<file path="config.mk">
export PLATFORM = sky130hd
export DESIGN_NAME = vbus_bus_ctl
export DESIGN_NICKNAME = d
export VERILOG_FILES = /design/src/rtl/vbc_pkg.sv /design/src/rtl/vbc_sync.sv /design/src/rtl/vbc_poll_timer.sv /design/src/rtl/vbc_out_ctl.sv /design/src/rtl/vbus_bus_ctl.sv
export SDC_FILE = /design/constraint.sdc
export NUM_CORES = 1
export LEC_CHECK = 0
export BUFFER_PORTS_ARGS = -buffer_cell sky130_fd_sc_hd__buf_4
export CAP_MARGIN = 40
export CORE_MARGIN = 2
export CORE_UTILIZATION = 35
export CTS_CLUSTER_DIAMETER = 50
export DETAILED_ROUTE_END_ITERATION = 12
export MAX_ROUTING_LAYER = met4
export PLACE_DENSITY = 0.52
export SYNTH_ARGS = -nofsm -noshare
export SYNTH_HDL_FRONTEND = slang
export SYNTH_HIERARCHICAL = 1
export SYNTH_SLANG_ARGS = --single-unit
</file>
<file path="constraint.sdc">
create_clock -name clk -period 5.1 [get_ports clk]
set_input_delay 0 -clock clk [delete_from_list [all_inputs] [get_ports clk]]
set_output_delay 0 -clock clk [all_outputs]
set_load 0.02 [all_outputs]
</file>
<file path="src/rtl/vbc_pkg.sv">
package vbc_pkg;

  // Depth of the pin synchronizer; poll timing is derived from it.
  localparam int unsigned SYNC_STAGES = 2;

  typedef struct packed {
    logic dp_pu;
    logic ata_oe;
    logic ata_pu;
    logic ata_pu_oe;
    logic lowpwr;
    logic lowpwr_oe;
    logic hicur;
  } vbc_pins_t;

endpackage

</file>
<file path="src/rtl/vbc_sync.sv">
module vbc_sync #(
  parameter int unsigned STAGES = 2
) (
  input  logic clk,
  input  logic rst_n,
  input  logic d_i,
  output logic q_o
);

  logic [STAGES-1:0] chain_q;
  logic [STAGES-1:0] chain_d;

  generate
    if (STAGES == 1) begin : g_single
      always_comb chain_d = d_i;
    end else begin : g_multi
      always_comb chain_d = {chain_q[STAGES-2:0], d_i};
    end
  endgenerate

  always_ff @(posedge clk or negedge rst_n) begin
    if (!rst_n) chain_q <= '0;
    else        chain_q <= chain_d;
  end

  assign q_o = chain_q[STAGES-1];

endmodule

</file>
<file path="src/rtl/vbc_poll_timer.sv">
module vbc_poll_timer #(
  parameter int unsigned POLL_DIV  = 4_000_000,
  parameter int unsigned START_LAG = 2
) (
  input  logic clk,
  input  logic rst_n,
  output logic tick_o
);

  localparam int unsigned CNT_W     = (POLL_DIV > 1) ? $clog2(POLL_DIV) : 1;
  localparam int unsigned LAST      = POLL_DIV - 1;
  // Preload so the first tick lands once the synchronizer has filled.
  localparam int unsigned START_CNT = POLL_DIV - 1 - START_LAG;

  logic [CNT_W-1:0] cnt_q;
  logic [CNT_W-1:0] cnt_d;
  logic             at_last;

  assign at_last = (cnt_q == CNT_W'(LAST));

  always_comb begin
    if (at_last) cnt_d = '0;
    else         cnt_d = cnt_q + CNT_W'(1);
  end

  always_ff @(posedge clk or negedge rst_n) begin
    if (!rst_n) cnt_q <= CNT_W'(START_CNT);
    else        cnt_q <= cnt_d;
  end

  assign tick_o = at_last;

endmodule

</file>
<file path="src/rtl/vbc_out_ctl.sv">
module vbc_out_ctl
  import vbc_pkg::*;
(
  input  logic      present_i,
  input  logic      suspend_i,
  input  logic      ata_active_i,
  input  logic      cfg_float_i,
  output vbc_pins_t pins_o
);

  logic drive_grp;

  always_comb begin
    drive_grp        = present_i | ~cfg_float_i;
    pins_o.dp_pu     = present_i;
    pins_o.ata_oe    = drive_grp;
    pins_o.ata_pu_oe = drive_grp;
    pins_o.ata_pu    = present_i & ata_active_i;
    pins_o.lowpwr    = 1'b0;
    pins_o.lowpwr_oe = ~suspend_i;
    pins_o.hicur     = ~suspend_i;
  end

endmodule

</file>
<file path="src/rtl/vbus_bus_ctl.sv">
module vbus_bus_ctl
  import vbc_pkg::*;
#(
  parameter int unsigned POLL_DIV = 4_000_000
) (
  input  logic clk,
  input  logic rst_n,
  input  logic vbus_pin,
  input  logic suspend_i,
  input  logic ata_active_i,
  input  logic cfg_float_i,
  output logic dp_pullup_en_o,
  output logic ata_oe_o,
  output logic ata_pu_o,
  output logic ata_pu_oe_o,
  output logic lowpwr_o,
  output logic lowpwr_oe_o,
  output logic hicur_o
);

  logic      vbus_sync;
  logic      poll_tick;
  logic      present_q;
  logic      present_d;
  vbc_pins_t pins;

  vbc_sync #(.STAGES(SYNC_STAGES)) u_sync (
    .clk   (clk),
    .rst_n (rst_n),
    .d_i   (vbus_pin),
    .q_o   (vbus_sync)
  );

  vbc_poll_timer #(.POLL_DIV(POLL_DIV), .START_LAG(SYNC_STAGES)) u_timer (
    .clk    (clk),
    .rst_n  (rst_n),
    .tick_o (poll_tick)
  );

  // Held sample: loads only on a poll tick.
  always_comb begin
    present_d = present_q;
    if (poll_tick) present_d = vbus_sync;
  end

  always_ff @(posedge clk or negedge rst_n) begin
    if (!rst_n) present_q <= 1'b0;
    else        present_q <= present_d;
  end

  vbc_out_ctl u_out (
    .present_i    (present_q),
    .suspend_i    (suspend_i),
    .ata_active_i (ata_active_i),
    .cfg_float_i  (cfg_float_i),
    .pins_o       (pins)
  );

  assign dp_pullup_en_o = pins.dp_pu;
  assign ata_oe_o       = pins.ata_oe;
  assign ata_pu_o       = pins.ata_pu;
  assign ata_pu_oe_o    = pins.ata_pu_oe;
  assign lowpwr_o       = pins.lowpwr;
  assign lowpwr_oe_o    = pins.lowpwr_oe;
  assign hicur_o        = pins.hicur;

endmodule

</file>
==> impl_table.tex <==
\begin{tabular}{lr}
\hline
Metric & Value \\
\hline
\multicolumn{2}{l}{\textbf{Layout}} \\
\quad Total area of sequential cells & around 640 µm² \\
\quad Count of non-filler cells in the finished layout & roughly 180 \\
\quad Layout net count & 144 \\
\quad Fillers & about 360 \\
\quad Area used by multi-input combinational logic & between 500 and 600 µm² \\
\quad Number of inserted diodes & 0 \\
\quad Fraction of final layout cells with drive strength greater than 1 & 0.257 \\
\quad Synth-to-Final Area Change & 10.7\% \\
\multicolumn{2}{l}{\textbf{Detailed routing}} \\
\quad Routed Antenna Nets & 0 \\
\quad Total wire length & between 2 and 2.5 mm \\
\quad Vias per std cell & 4.99 \\
\quad DR DRC count & 0 \\
\quad DR iter-0 viols & between 50 and 60 \\
\quad Total number of vias & 909 \\
\quad First-pass detailed-route iteration total & 4 \\
\quad Routed WL per cell & about 12 µm \\
\multicolumn{2}{l}{\textbf{Placed design}} \\
\quad Quantity of I/O buffers inserted on ports & 11 \\
\quad Routability cong. & 0.811 \\
\quad Number of placed cells counting well taps & between 150 and 200 \\
\quad Half-perimeter wire length of the detailed placement result & 1.60 mm \\
\multicolumn{2}{l}{\textbf{Job}} \\
\quad Number of violations of the max-capacitance limit & 0 \\
\multicolumn{2}{l}{\textbf{CTS}} \\
\quad Gates resized, CTS repair & 0 \\
\quad Clk slew on worst S/H paths & about 0.13 ns \\
\quad TritonCTS clock tree & yes \\
\quad TritonCTS buffer count & 3 \\
\quad Maximum root-to-sink buffer count & 2 \\
\quad Clk Tree Root Cell & sky130\_fd\_sc\_hd\_\_clkbuf\_4 \\
\quad CTS H-Tree Depth & 1 \\
\quad Clock latency reported for the late side of the worst-skew pair & roughly 0.31 ns \\
\quad TritonCTS Sinks & 25 \\
\multicolumn{2}{l}{\textbf{Global routing}} \\
\quad Antenna violations before repair & 0 \\
\quad Gr ovfl total & 0 \\
\quad Wire length of the first global-routing pass & 4.20 mm \\
\quad Via count of the first global-routing pass & 944 \\
\quad Overall fraction of global-route tracks in use & 0.131 \\
\quad Pin count of the biggest net entering global routing & 26 \\
\multicolumn{2}{l}{\textbf{Critical path}} \\
\quad Startpoint type of the worst setup path & flip-flop \\
\quad Arrival time at the worst endpoint & between 2 and 2.5 ns \\
\quad Required time worst endpoint & around 5.3 ns \\
\quad Crit path kind & reg2reg \\
\quad Critical path fanouts, max & 10 \\
\quad Category of the worst setup path capture point & flip-flop \\
\multicolumn{2}{l}{\textbf{Yosys}} \\
\quad Synth Cell Area & 0.00128 mm² \\
\quad Synth cell types & 35 \\
\quad Proportion of synthesized flip-flops having asynchronous set or reset & 1.00 \\
\quad Average instance area after synthesis & 10.1 µm² \\
\quad Top area cells in the synthesized netlist & sky130\_fd\_sc\_hd\_\_dfstp\_2 27\%, sky130\_fd\_sc\_hd\_\_dfrtp\_1 23\%, sky130\_fd\_sc\_hd\_\_xnor2\_1 4.1\% \\
\quad Number of synthesized flops with an enable pin & 0 \\
\quad Synthesized instance count & 127 \\
\quad Synthesis warning total & 6 \\
\quad Cell accounting for the most synthesized area & sky130\_fd\_sc\_hd\_\_dfstp\_2 \\
\quad Top FF cell, synth & sky130\_fd\_sc\_hd\_\_dfstp\_2 \\
\quad Total nets after synthesis & 134 \\
\quad Sequential fraction of the synthesis area & 0.502 \\
\quad Register bit total from synthesis & 25 \\
\quad Top cell type's share of synthesized area & 0.267 \\
\multicolumn{2}{l}{\textbf{Pwr}} \\
\quad Power per cell area & 211 mW/mm² \\
\quad Largest vdd supply drop & slightly above 90 µV \\
\quad Leakage & 0.573 nW \\
\multicolumn{2}{l}{\textbf{Run status}} \\
\quad Status & complete, no violations \\
\multicolumn{2}{l}{\textbf{Die}} \\
\quad Floorplan die width & 64.4 µm \\
\quad Row cnt & 21 \\
\quad Top-level port count & 13 \\
\quad Initial standard-cell utilization of the core & 0.374 \\
\quad Full die area & 0.00415 mm² \\
\quad Placeable core region & 0.00342 mm² \\
\quad Die outline height & roughly 64 µm \\
\multicolumn{2}{l}{\textbf{STA}} \\
\quad Final count of pins violating max slew & 0 \\
\quad Hold Fails Final Rpt & 0 \\
\quad Slew at the pin closest to its max-slew limit & 0.657 ns \\
\quad Max transition margin & 0.558 \\
\quad Setup Skew & 0.00313 ns \\
\quad Final cycle utilization of the critical path & 0.400 \\
\quad Minimum clock period & 2.04 ns \\
\quad Setup TNS & 0 ns \\
\quad RSZ-0062 raised after global routing & false \\
\quad Final setup viols & 0 \\
\quad Maximum clock rate & 0.490 GHz \\
\multicolumn{2}{l}{\textbf{Worst hold path}} \\
\quad Hold crit path type & in2async \\
\hline
\end{tabular}
[power by group]
part           switching (W)  leakage, nW  internal [W]
Clock              0.0000566       0.0177     0.0000293
Sequential       0.000000217        0.298      0.000200
Combinational     0.00000777        0.257    0.00000557
[layout make-up]
type	instances	share of cell area
Sequential cell	25	0.454
Clock buffer	3	0.0159
Multi-Input combinational cell	90	0.403
Clock inverter	1	0.00354
Inverter	4	0.0106
Tap cell	46	0.0407
Timing Repair Buffer	13	0.0725
[worst max-delay path, stage by stage, from the launching register on]
cell,delay (ns)
sky130_fd_sc_hd__dfstp_2,0.58
sky130_fd_sc_hd__ha_1,0.20
sky130_fd_sc_hd__nand2_1,0.11
sky130_fd_sc_hd__or3_1,0.42
sky130_fd_sc_hd__nor2_4,0.30
sky130_fd_sc_hd__mux2_4,0.33
[synthesized netlist by cell type (all sizes together), types with 2 or more instances]
cell type / count
a21oi: 7
and2: 2
and3: 3
and4: 2
buf: 7
dfrtp: 12
dfstp: 13
inv: 4
mux2i: 2
nand2: 12
nand2b: 2
nand3: 6
nand4: 5
nor2: 9
nor2b: 2
nor3: 5
nor4: 3
nor4b: 2
o21ai: 5
or3: 4
or4: 2
xnor2: 6
xor2: 6
[registers in the layout, summed over array words and instances (netlist names)]
signal / count
present_q: 1
u_sync/chain_q: 2
u_timer/cnt_q: 22
[metal layers]
metal	up-vias	global-route usage	routed length [µm]
li1	454	-	-
met1	444	0.164	1070
met5	-	-	0
met2	9	0.216	1040
met3	2	0.0365	59
met4	0	0.0239	21
[cells in the final DEF (no fill, tap or decap), types with 3 or more instances in the layout]
| master | count |
|---|---|
| sky130_fd_sc_hd__inv_1 | 4 |
| sky130_fd_sc_hd__nand4_1 | 5 |
| sky130_fd_sc_hd__a21oi_1 | 5 |
| sky130_fd_sc_hd__nand3_1 | 6 |
| sky130_fd_sc_hd__xnor2_1 | 6 |
| sky130_fd_sc_hd__dfrtp_1 | 12 |
| sky130_fd_sc_hd__dfstp_2 | 13 |
| sky130_fd_sc_hd__nor3_1 | 4 |
| sky130_fd_sc_hd__and3_1 | 3 |
| sky130_fd_sc_hd__clkbuf_4 | 3 |
| sky130_fd_sc_hd__o21ai_0 | 5 |
| sky130_fd_sc_hd__nor2_1 | 8 |
| sky130_fd_sc_hd__or3_1 | 3 |
| sky130_fd_sc_hd__nand2_1 | 12 |
| sky130_fd_sc_hd__nor4_1 | 3 |
| sky130_fd_sc_hd__buf_4 | 11 |
| sky130_fd_sc_hd__xor2_1 | 6 |
[repair_timing]
action / 4_1_cts / 5_1_grt
setup buffers: 0 / 0
hold buffers: 2 / 0
hold endpoints to repair: 26 / 0
[final timing paths]
kind	cells past startpoint	to	startpoint	slack [ns]
worst max-delay path	5	present_q	u_timer/cnt_q[0]	3.06
worst min-delay path	2	u_timer/cnt_q[17]	rst_n	0.11
worst max register to register	5	present_q	u_timer/cnt_q[0]	3.06
max in group asynchronous	2	u_timer/cnt_q[11]	rst_n	4.71
worst min register to register	0	u_sync/chain_q[1]	u_sync/chain_q[0]	0.37
min in group clk	3	hicur_o	suspend_i	0.26
[through the flow]
step,cell area (µm²),worst slack [ns],hold slack (ns),total power [W],util
after floorplan,1280,3.20,-0.296,0.000209,-
after global placement,1370,3.11,-0.0819,0.000216,0.400
after detailed placement,1370,3.06,-0.0793,0.000216,0.400
after CTS,1420,3.05,0.100,0.000307,0.414
after global routing,1420,2.93,0.116,0.000314,0.414
final,1420,3.06,0.107,0.000299,0.414
[logic make-up after synthesis]
| family | synth area share |
|---|---|
| xor+xnor | 0.0822 |
| buf+inv | 0.0519 |
| mux | 0.0274 |
| fa+ha+maj | 0.00978 |
| flops | 0.502 |
| compound gates | 0.0528 |
| other cells | 0.00293 |
| simple gates | 0.271 |
Power figures use the tool's default switching activity.
